`config.mk`:
```
export PLATFORM = sky130hd
export DESIGN_NAME = pio_lock_bridge
export DESIGN_NICKNAME = d
export VERILOG_FILES = /design/src/rtl/pio_lock_pkg.sv /design/src/rtl/pio_win_decode.sv /design/src/rtl/pio_lock_seq.sv /design/src/rtl/pio_lock_bridge.sv
export SDC_FILE = /design/constraint.sdc
export NUM_CORES = 1
export LEC_CHECK = 0
export ABC_AREA = 1
export BUFFER_PORTS_ARGS = -buffer_cell sky130_fd_sc_hd__buf_4
export CORE_ASPECT_RATIO = 1.25
export CORE_UTILIZATION = 52
export CTS_CLUSTER_SIZE = 40
export DETAILED_ROUTE_END_ITERATION = 12
export PLACE_DENSITY = 0.85
export SYNTH_ARGS = -nofsm -noshare
export SYNTH_HDL_FRONTEND = slang
export SYNTH_SLANG_ARGS = --single-unit
```
`constraint.sdc`:
```
create_clock -name clk -period 2.3 [get_ports clk]
set_clock_uncertainty 0.05 [all_clocks]
set_input_delay 0 -clock clk [delete_from_list [all_inputs] [get_ports clk]]
set_output_delay 0 -clock clk [all_outputs]
set_load 0.02 [all_outputs]
```
`src/rtl/pio_lock_pkg.sv`:
```
package pio_lock_pkg;
  typedef enum logic [1:0] {
    ST_IDLE  = 2'd0,
    ST_ISSUE = 2'd1,
    ST_WAIT  = 2'd2,
    ST_SUPP  = 2'd3
  } seq_state_e;
endpackage

```
`src/rtl/pio_win_decode.sv`:
```
module pio_win_decode #(
  parameter int ADDR_W = 32,
  parameter int OFS_W  = 24,
  parameter logic [ADDR_W-OFS_W-1:0] WIN_TAG   = 8'hFD,
  parameter logic [ADDR_W-OFS_W-1:0] ALIAS_TAG = 8'h1D,
  localparam int TAG_W = ADDR_W - OFS_W
) (
  input  logic [ADDR_W-1:0] cpu_addr,
  input  logic [TAG_W-1:0]  base,
  output logic              hit,
  output logic [ADDR_W-1:0] pci_addr
);
  logic [TAG_W-1:0] tag;
  assign tag = cpu_addr[ADDR_W-1:OFS_W];
  assign hit = (tag == WIN_TAG) || (tag == ALIAS_TAG);
  // memory cycles force the two byte-lane bits to zero
  assign pci_addr = {base, cpu_addr[OFS_W-1:2], 2'b00};
endmodule

```
`src/rtl/pio_lock_seq.sv`:
```
module pio_lock_seq
  import pio_lock_pkg::*;
#(
  parameter int ADDR_W = 32,
  parameter int BLK_LSB = 4
) (
  input  logic                      clk,
  input  logic                      rst,
  input  logic                      cpu_req_valid,
  output logic                      cpu_req_ready,
  input  logic                      cpu_write,
  input  logic                      win_hit,
  input  logic [ADDR_W-1:0]         win_addr,
  input  logic                      lock_bit,
  output logic                      cpu_ack,
  output logic                      pci_req_valid,
  input  logic                      pci_req_ready,
  output logic [ADDR_W-1:0]         pci_addr,
  output logic                      pci_lock,
  output logic                      pci_write,
  input  logic                      pci_done,
  input  logic                      dma_req,
  output logic                      dma_grant,
  output logic                      lock_held,
  output logic [ADDR_W-BLK_LSB-1:0] lock_addr
);
  seq_state_e state;
  logic accept;

  assign cpu_req_ready = (state == ST_IDLE);
  assign accept        = cpu_req_valid && cpu_req_ready && win_hit;
  assign pci_req_valid = (state == ST_ISSUE);
  assign cpu_ack       = (state == ST_SUPP) || ((state == ST_WAIT) && pci_done);
  assign dma_grant     = dma_req && !lock_held;

  always_ff @(posedge clk) begin
    if (rst) begin
      state     <= ST_IDLE;
      pci_addr  <= '0;
      pci_lock  <= 1'b0;
      pci_write <= 1'b0;
      lock_held <= 1'b0;
      lock_addr <= '0;
    end else begin
      case (state)
        ST_IDLE: if (accept) begin
          pci_addr  <= win_addr;
          pci_lock  <= lock_bit;
          pci_write <= cpu_write;
          state     <= (lock_held && !lock_bit) ? ST_SUPP : ST_ISSUE;
        end
        ST_ISSUE: if (pci_req_ready) state <= ST_WAIT;
        ST_WAIT: if (pci_done) begin
          state <= ST_IDLE;
          if (pci_lock && !pci_write) begin
            lock_held <= 1'b1;
            lock_addr <= pci_addr[ADDR_W-1:BLK_LSB];
          end else if (pci_lock && pci_write) begin
            lock_held <= 1'b0;
          end
        end
        default: state <= ST_IDLE;
      endcase
    end
  end


  req_hold_chk: assert property (@(posedge clk) disable iff (rst)
    pci_req_valid && !pci_req_ready |=> pci_req_valid && $stable(pci_addr)
      && $stable(pci_lock) && $stable(pci_write));

  single_ack_chk: assert property (@(posedge clk) disable iff (rst)
    cpu_ack |=> !cpu_ack);

  lock_set_chk: assert property (@(posedge clk) disable iff (rst)
    $rose(lock_held) |-> $past(pci_done && pci_lock && !pci_write));

  lock_clr_chk: assert property (@(posedge clk) disable iff (rst)
    $fell(lock_held) |-> $past(pci_done && pci_lock && pci_write));

  supp_quiet_chk: assert property (@(posedge clk) disable iff (rst)
    (state == ST_SUPP) |-> !pci_req_valid && $past(accept));
endmodule

```
`src/rtl/pio_lock_bridge.sv`:
```
module pio_lock_bridge #(
  parameter int ADDR_W  = 32,
  parameter int OFS_W   = 24,
  parameter int BLK_LSB = 4,
  localparam int TAG_W  = ADDR_W - OFS_W
) (
  input  logic                      clk,
  input  logic                      rst,
  input  logic                      cfg_wr,
  input  logic [TAG_W-1:0]          cfg_base,
  input  logic                      cfg_lock,
  input  logic                      cpu_req_valid,
  output logic                      cpu_req_ready,
  input  logic [ADDR_W-1:0]         cpu_addr,
  input  logic                      cpu_write,
  output logic                      cpu_ack,
  output logic                      pci_req_valid,
  input  logic                      pci_req_ready,
  output logic [ADDR_W-1:0]         pci_addr,
  output logic                      pci_lock,
  output logic                      pci_write,
  input  logic                      pci_done,
  input  logic                      dma_req,
  output logic                      dma_grant,
  output logic                      lock_held,
  output logic [ADDR_W-BLK_LSB-1:0] lock_addr
);
  logic [TAG_W-1:0]  base_q;
  logic              lock_q;
  logic              hit;
  logic [ADDR_W-1:0] win_addr;

  always_ff @(posedge clk) begin
    if (rst) begin
      base_q <= '0;
      lock_q <= 1'b0;
    end else if (cfg_wr) begin
      base_q <= cfg_base;
      lock_q <= cfg_lock;
    end
  end

  pio_win_decode #(.ADDR_W(ADDR_W), .OFS_W(OFS_W)) u_dec (
    .cpu_addr (cpu_addr),
    .base     (base_q),
    .hit      (hit),
    .pci_addr (win_addr)
  );

  pio_lock_seq #(.ADDR_W(ADDR_W), .BLK_LSB(BLK_LSB)) u_seq (
    .clk           (clk),
    .rst           (rst),
    .cpu_req_valid (cpu_req_valid),
    .cpu_req_ready (cpu_req_ready),
    .cpu_write     (cpu_write),
    .win_hit       (hit),
    .win_addr      (win_addr),
    .lock_bit      (lock_q),
    .cpu_ack       (cpu_ack),
    .pci_req_valid (pci_req_valid),
    .pci_req_ready (pci_req_ready),
    .pci_addr      (pci_addr),
    .pci_lock      (pci_lock),
    .pci_write     (pci_write),
    .pci_done      (pci_done),
    .dma_req       (dma_req),
    .dma_grant     (dma_grant),
    .lock_held     (lock_held),
    .lock_addr     (lock_addr)
  );


  lane_zero_chk: assert property (@(posedge clk) disable iff (rst)
    pci_req_valid |-> pci_addr[1:0] == 2'b00);

  dma_hold_chk: assert property (@(posedge clk) disable iff (rst)
    lock_held && dma_req |=> !dma_grant || $past(pci_done));
endmodule

```
==> impl_metrics.toml, run 1 <==
[finish]
fin_nets = 541
fillers = 356
drive_gt1_share_pct = 39.6
diodes = 0
synthToLayoutAreaGrowth_pct = 48.1
finalInstanceArea_um2 = 4330

[yosys]
synth_top_area_cell = "dfxtp_1"
yosys_most_used_dff = "dfxtp_1"
synth.area.top_cells = "dfxtp_1 (49%), nor3_2 (10%), nand2_1 (9.6%)"
syn_avg_cell_area_um2 = 8.43
syn-instance-count = 347
synth_area_um2 = 2920
synth_edf_count = 0
synth_top_area_share_pct = 49.3
ys_async_sr_fraction_pct = 0
synth-seq-area-share_pct = 49.3
synth_common_cells = "nand2_1 (75), dfxtp_1 (72), nor2_1 (70)"
yosys_warnings = 0
synth-seq-cells = 72
synth_most_common_cell = "nand2_1"
synth_cell_types = 23

[placement]
dp_hpwl_um = 4420
dpl_cell_area_um2 = 3700
gp_congestion = 0.747
port_buffers = 111
dpl_worst_slack_ps = 612

[worst_setup_path]
max_stage_delay_ps = 670
critPathSlowestCell = "inv_1"
rr_startpoint = "u_seq.state[1]"
r2r_end = "u_seq.lock_addr[3]"
start_kind = "register"
cp_common_cell = "nor2_2"
worst-path-buf-inv = 2
crit_type = "reg2reg"
rrSetupSlack_ps = 610
critical_path_arrival_ps = 1920
critical_path.top_delay_family = "buffers and inverters"
endpoint_kind = "register"
required_ps = 2530
r2r_cells = 7
path_max_fanout = 29
cp_cell_sequence = "inv_2 > nor2_2 > nand3_2 > nor2_2 > inv_1 > nand2_1 > a21oi_2"

[die]
die_y_um = 85.8
num_rows = 30
core_area_um2 = 5410
die-area_um2 = 5930
top_level_ports = 116
start_util_pct = 54.1
die_x_um = 69.1

[clock_tree]
cts_buffer_depth = 2
clk_pin_slew_ps = 80
clock-sinks = 72
cts_root_buf = "clkbuf_8"
worst_skew_pair.late_latency_ps = 340
cts_buffers = 9
cts_max_level = 3
post_cts_resized = 0
cts_tree = "yes"

[sta]
finalWorstSetupSlack_ps = 611
slew_headroom_pct = 38.7
finalCritPeriodShare_pct = 73.4
hold_viol = 0
fmax_mhz = 592
period_needed_ps = 1690
grt_setup_unrepaired = "no"
drv_slew = 0
finalSetupViolations = 0
tns_ps = 0
tightest_slew_ps = 919

[detailed_routing]
ant_nets = 0
vias_per_cell = 4.97
drcViolationCount = 0
post_drt_wl_per_cell_um = 14.1
vias = 2787
drt-initial-drc-count = 100
first_pass_iters = 4
wl_um = 7890

[hold_path]
hp-class = "in2reg"
min_from = "rst"
hold_path_depth = 2
hold_path_end = "u_seq.lock_addr[16]"

[grt]
grt_usage_pct = 26.9
antenna_found_initial = 0
first_global_vias = 2801
grt_first_pass_wirelength_um = 12500
grt_max_degree = 40
overflow = 0

[power_and_ir_drop]
vdd_drop_max_mv = 0.380
finalPower_mw = 2.48
power_density_nw_per_um2 = 574
p_leak_nw = 1.90

[status]
run_status = "finished, final reports clean"

[run]
drv_cap = 0
-- where the power goes --
group	internal, mW	total [mW]	switching [mW]
clock	0.556	1.02	0.465
sequential	1.26	1.26	0.00623
combinational	0.115	0.199	0.0847
-- through the flow --
step | utilization [%] | cells | hold WS [ps]
after detailed placement | 68.5 | 503 | 221
after global placement | 68.5 | 503 | 211
after global routing | 80.1 | 561 | 107
final | 80.1 | 561 | 86.5
after floorplan | - | 348 | 65.2
after CTS | 80.1 | 561 | 74.7
-- area by class of cell --
cell class / count / area [um^2] / share of cell area [%]
sequential: 72 / 1440 / 33.3
clock inverter: 5 / 55.1 / 1.27
clock buffer: 11 / 151 / 3.50
timing repair buffer: 156 / 1290 / 29.8
multi-input combinational: 238 / 1260 / 29.0
inverter: 15 / 56.3 / 1.30
tap: 64 / 80.1 / 1.85
-- per-layer routing --
| metal | up-vias | share of wire, % | track usage (%) |
|---|---|---|---|
| met2 | 98 | 54 | 49.4 |
| li1 | 1379 | - | - |
| met1 | 1284 | 37 | 27.6 |
| met5 | - | 0 | 0 |
| met4 | 0 | 3.6 | 16.1 |
| met3 | 26 | 5.1 | 6.46 |
-- cells by family after synthesis --
group / count (synthesis) / synth area share (%)
AO/OA/AOI/OAI: 42 / 9.84
buffers and inverters: 38 / 7.83
flip-flops: 72 / 49.3
other: 1 / 0.128
AND/OR/NAND/NOR: 194 / 32.9
-- registers in the layout, indices dropped and copies added, names as in the netlist --
register         cells
base_q               8
lock_q               1
u_seq.lock_addr     28
u_seq.lock_held      1
u_seq.pci_addr      30
u_seq.pci_lock       1
u_seq.pci_write      1
u_seq.state          2
-- how the worst max path moves through the flow --
stage,endpoint,cells after the start,slack (ps),start
final,u_seq.lock_addr[3],7,610,u_seq.state[1]
after global routing,u_seq.lock_addr[0],7,410,u_seq.state[1]
after CTS,u_seq.lock_addr[3],7,600,u_seq.state[1]
after detailed placement,u_seq.lock_addr[25],7,610,u_seq.state[1]
after global placement,u_seq.lock_addr[1],7,680,u_seq.state[1]
after floorplan,u_seq.pci_addr[22],7,900,u_seq.state[1]
-- repair_timing --
item / in CTS / in global routing
setup endpoints to repair: 0 / 0
setup buffers: 0 / 0
hold buffers: 42 / 0
hold endpoints to repair: 35 / 0
-- layout by cell type, fill, tap and decap left out --
| cell | n |
|---|---|
| conb_1 | 2 |
| nor2_1 | 70 |
| a21oi_1 | 21 |
| nand2_2 | 11 |
| inv_2 | 2 |
| nor3_1 | 2 |
| clkbuf_8 | 11 |
| nor2_2 | 3 |
| dfxtp_1 | 72 |
| clkinvlp_4 | 2 |
| bufinv_16 | 1 |
| dlygate4sd3_1 | 42 |
| nand3_1 | 2 |
| nor3_2 | 30 |
| a21oi_2 | 20 |
| inv_1 | 12 |
| nand3_2 | 1 |
| buf_4 | 113 |
| clkinv_2 | 2 |
| a211oi_1 | 1 |
| buf_12 | 1 |
| nand2_1 | 75 |
| clkinv_1 | 1 |
Power figures use the tool's default switching activity.
==> run 2, diff against run 1 <==
--- a/config.mk
+++ b/config.mk
@@ -8,10 +8,10 @@
 export ABC_AREA = 1
 export BUFFER_PORTS_ARGS = -buffer_cell sky130_fd_sc_hd__buf_4
 export CORE_ASPECT_RATIO = 1.25
-export CORE_UTILIZATION = 52
+export CORE_UTILIZATION = 48
 export CTS_CLUSTER_SIZE = 40
 export DETAILED_ROUTE_END_ITERATION = 12
-export PLACE_DENSITY = 0.85
+export PLACE_DENSITY = 0.79
 export SYNTH_ARGS = -nofsm -noshare
 export SYNTH_HDL_FRONTEND = slang
 export SYNTH_SLANG_ARGS = --single-unit
==> constraint.sdc (replaced) <==
create_clock -name clk -period 1.65 [get_ports clk]
set_clock_uncertainty 0.05 [all_clocks]
set_input_delay 0 -clock clk [delete_from_list [all_inputs] [get_ports clk]]
set_output_delay 0 -clock clk [all_outputs]
set_load 0.02 [all_outputs]
==> impl_metrics.toml, run 2 (synthesis results as in run 1) <==
[status]
run_status = "finished, final reports clean"

[clock_tree]
worst_skew_pair.late_latency_ps = 340
cts_max_level = 3
cts_root_buf = "clkbuf_8"
clock-sinks = 72
clk_pin_slew_ps = 90
cts_buffers = 9
cts_tree = "yes"
cts_buffer_depth = 2

[grt]
overflow = 0
grt_max_degree = 32
antenna_found_initial = 0
grt_usage_pct = 23.8
first_global_vias = 2576
grt_first_pass_wirelength_um = 11800

[finish]
drive_gt1_share_pct = 40.8
fin_nets = 549
seq_area_um2 = 1440
final_cell_mix = "buf_4 (117), nand2_1 (75), dfxtp_1 (72)"
top_register = "u_seq.pci_addr"
postLayoutCoreUtil_pct = 76.2
layout.cells.most_common = "buf_4"
reg.largest.list = "u_seq.pci_addr (30), u_seq.lock_addr (28), base_q (8)"
synthToLayoutAreaGrowth_pct = 51.7
multiInputGateArea_um2 = 1260
fillers = 414
diodes = 0
largest_register_ffs = 30

[sta]
finalCritPeriodShare_pct = 91.8
finalWorstSetupSlack_ps = 136
hold_viol = 0
fmax_mhz = 660
tns_ps = 0
grt_setup_unrepaired = "yes"
finalSetupViolations = 0
holdWs_ps = 34.3
period_needed_ps = 1510
drv_slew = 0

[power_and_ir_drop]
p_leak_nw = 1.94
finalPower_mw = 3.45
power_density_nw_per_um2 = 778
vdd_drop_max_mv = 0.526

[placement]
port_buffers = 111
gp_congestion = 0.764
dp_hpwl_um = 4750
dpl_worst_slack_ps = 104

[worst_setup_path]
max_stage_delay_ps = 400
start_kind = "register"
path_max_fanout = 20
endpoint_kind = "register"
critPathSlowestCell = "dfxtp_1"
required_ps = 1820
cp_cell_sequence = "inv_2 > nor2_2 > nand3_2 > nor2_2 > clkinvlp_4 > buf_12 > nand2_1 > a21oi_2"
crit_type = "reg2reg"
worst-path-buf-inv = 3
critical_path_arrival_ps = 1680
critical_path.top_delay_family = "simple AND/OR/NAND/NOR gates"
cp_common_cell = "nor2_2"

[die]
num_rows = 31
core_area_um2 = 5820
die_y_um = 89.3
die-area_um2 = 6410
start_util_pct = 50.3
top_level_ports = 116
die_x_um = 71.8

[hold_path]
hp-class = "in2reg"

[detailed_routing]
wl_um = 7660
vias = 2806
vias_per_cell = 4.91
ant_nets = 0
dr.max_layer_used = "met4"
wl_met3_um = 335
drcViolationCount = 0
first_pass_iters = 4
drt-initial-drc-count = 212
dr_wl_met2_um = 4100
post_drt_wl_per_cell_um = 13.4
m1WireLength_um = 3030

[run]
drv_cap = 0
[run 2: changes by cell type in the layout (fill, tap and decap cells not counted), moves of 2 or more]
| cell | before | now |
|---|---|---|
| inv_6 | 0 | 2 |
| buf_4 | 113 | 117 |
| clkinv_4 | 0 | 2 |
| buf_12 | 1 | 4 |
| clkinv_2 | 2 | 0 |
| clkbuf_8 | 11 | 9 |
[run 2: where the power goes]
group	internal [mW]	switching [mW]
clock	0.713	0.697
combinational	0.162	0.118
sequential	1.75	0.00893
[run 2: per-layer routing]
| metal | GRT usage, % | vias up |
|---|---|---|
| met2 | 43.6 | 99 |
| met4 | 10.5 | 0 |
| met3 | 3.95 | 22 |
| met5 | 0 | - |
| met1 | 27.2 | 1288 |
| li1 | - | 1397 |
[run 2: worst paths after layout]
kind                              end  cells after the start                 from  slack, ps
setup / recovery   u_seq.lock_addr[4]                      8       u_seq.state[1]        140
hold / removal    u_seq.lock_addr[22]                      2                  rst         30
setup reg to reg   u_seq.lock_addr[4]                      8       u_seq.state[1]        140
hold reg to reg   u_seq.lock_addr[10]                      2  u_seq.lock_addr[10]        420
[run 2: final cells by class]
cell class,instances,area share [%]
Clock buffer,9,2.79
Clock inverter,7,1.81
Inverter,15,1.35
Multi-Input combinational cell,238,28.3
Sequential cell,72,32.5
Tap cell,66,1.86
Timing Repair Buffer,164,31.3
[run 2: repair_timing]
item / in CTS / in global routing
resized for setup: 0 / 2
hold buffers: 42 / 0
hold endpoints to repair: 35 / 0
setup endpoints to repair: 0 / 13
setup buffers: 0 / 2
[run 2: per-stage QoR]
step / cell area (um^2) / cells
detailed placement: 3790 / 511
floorplan: 2930 / 348
global placement: 3790 / 511
finish: 4440 / 571
global route: 4440 / 571
CTS: 4410 / 569
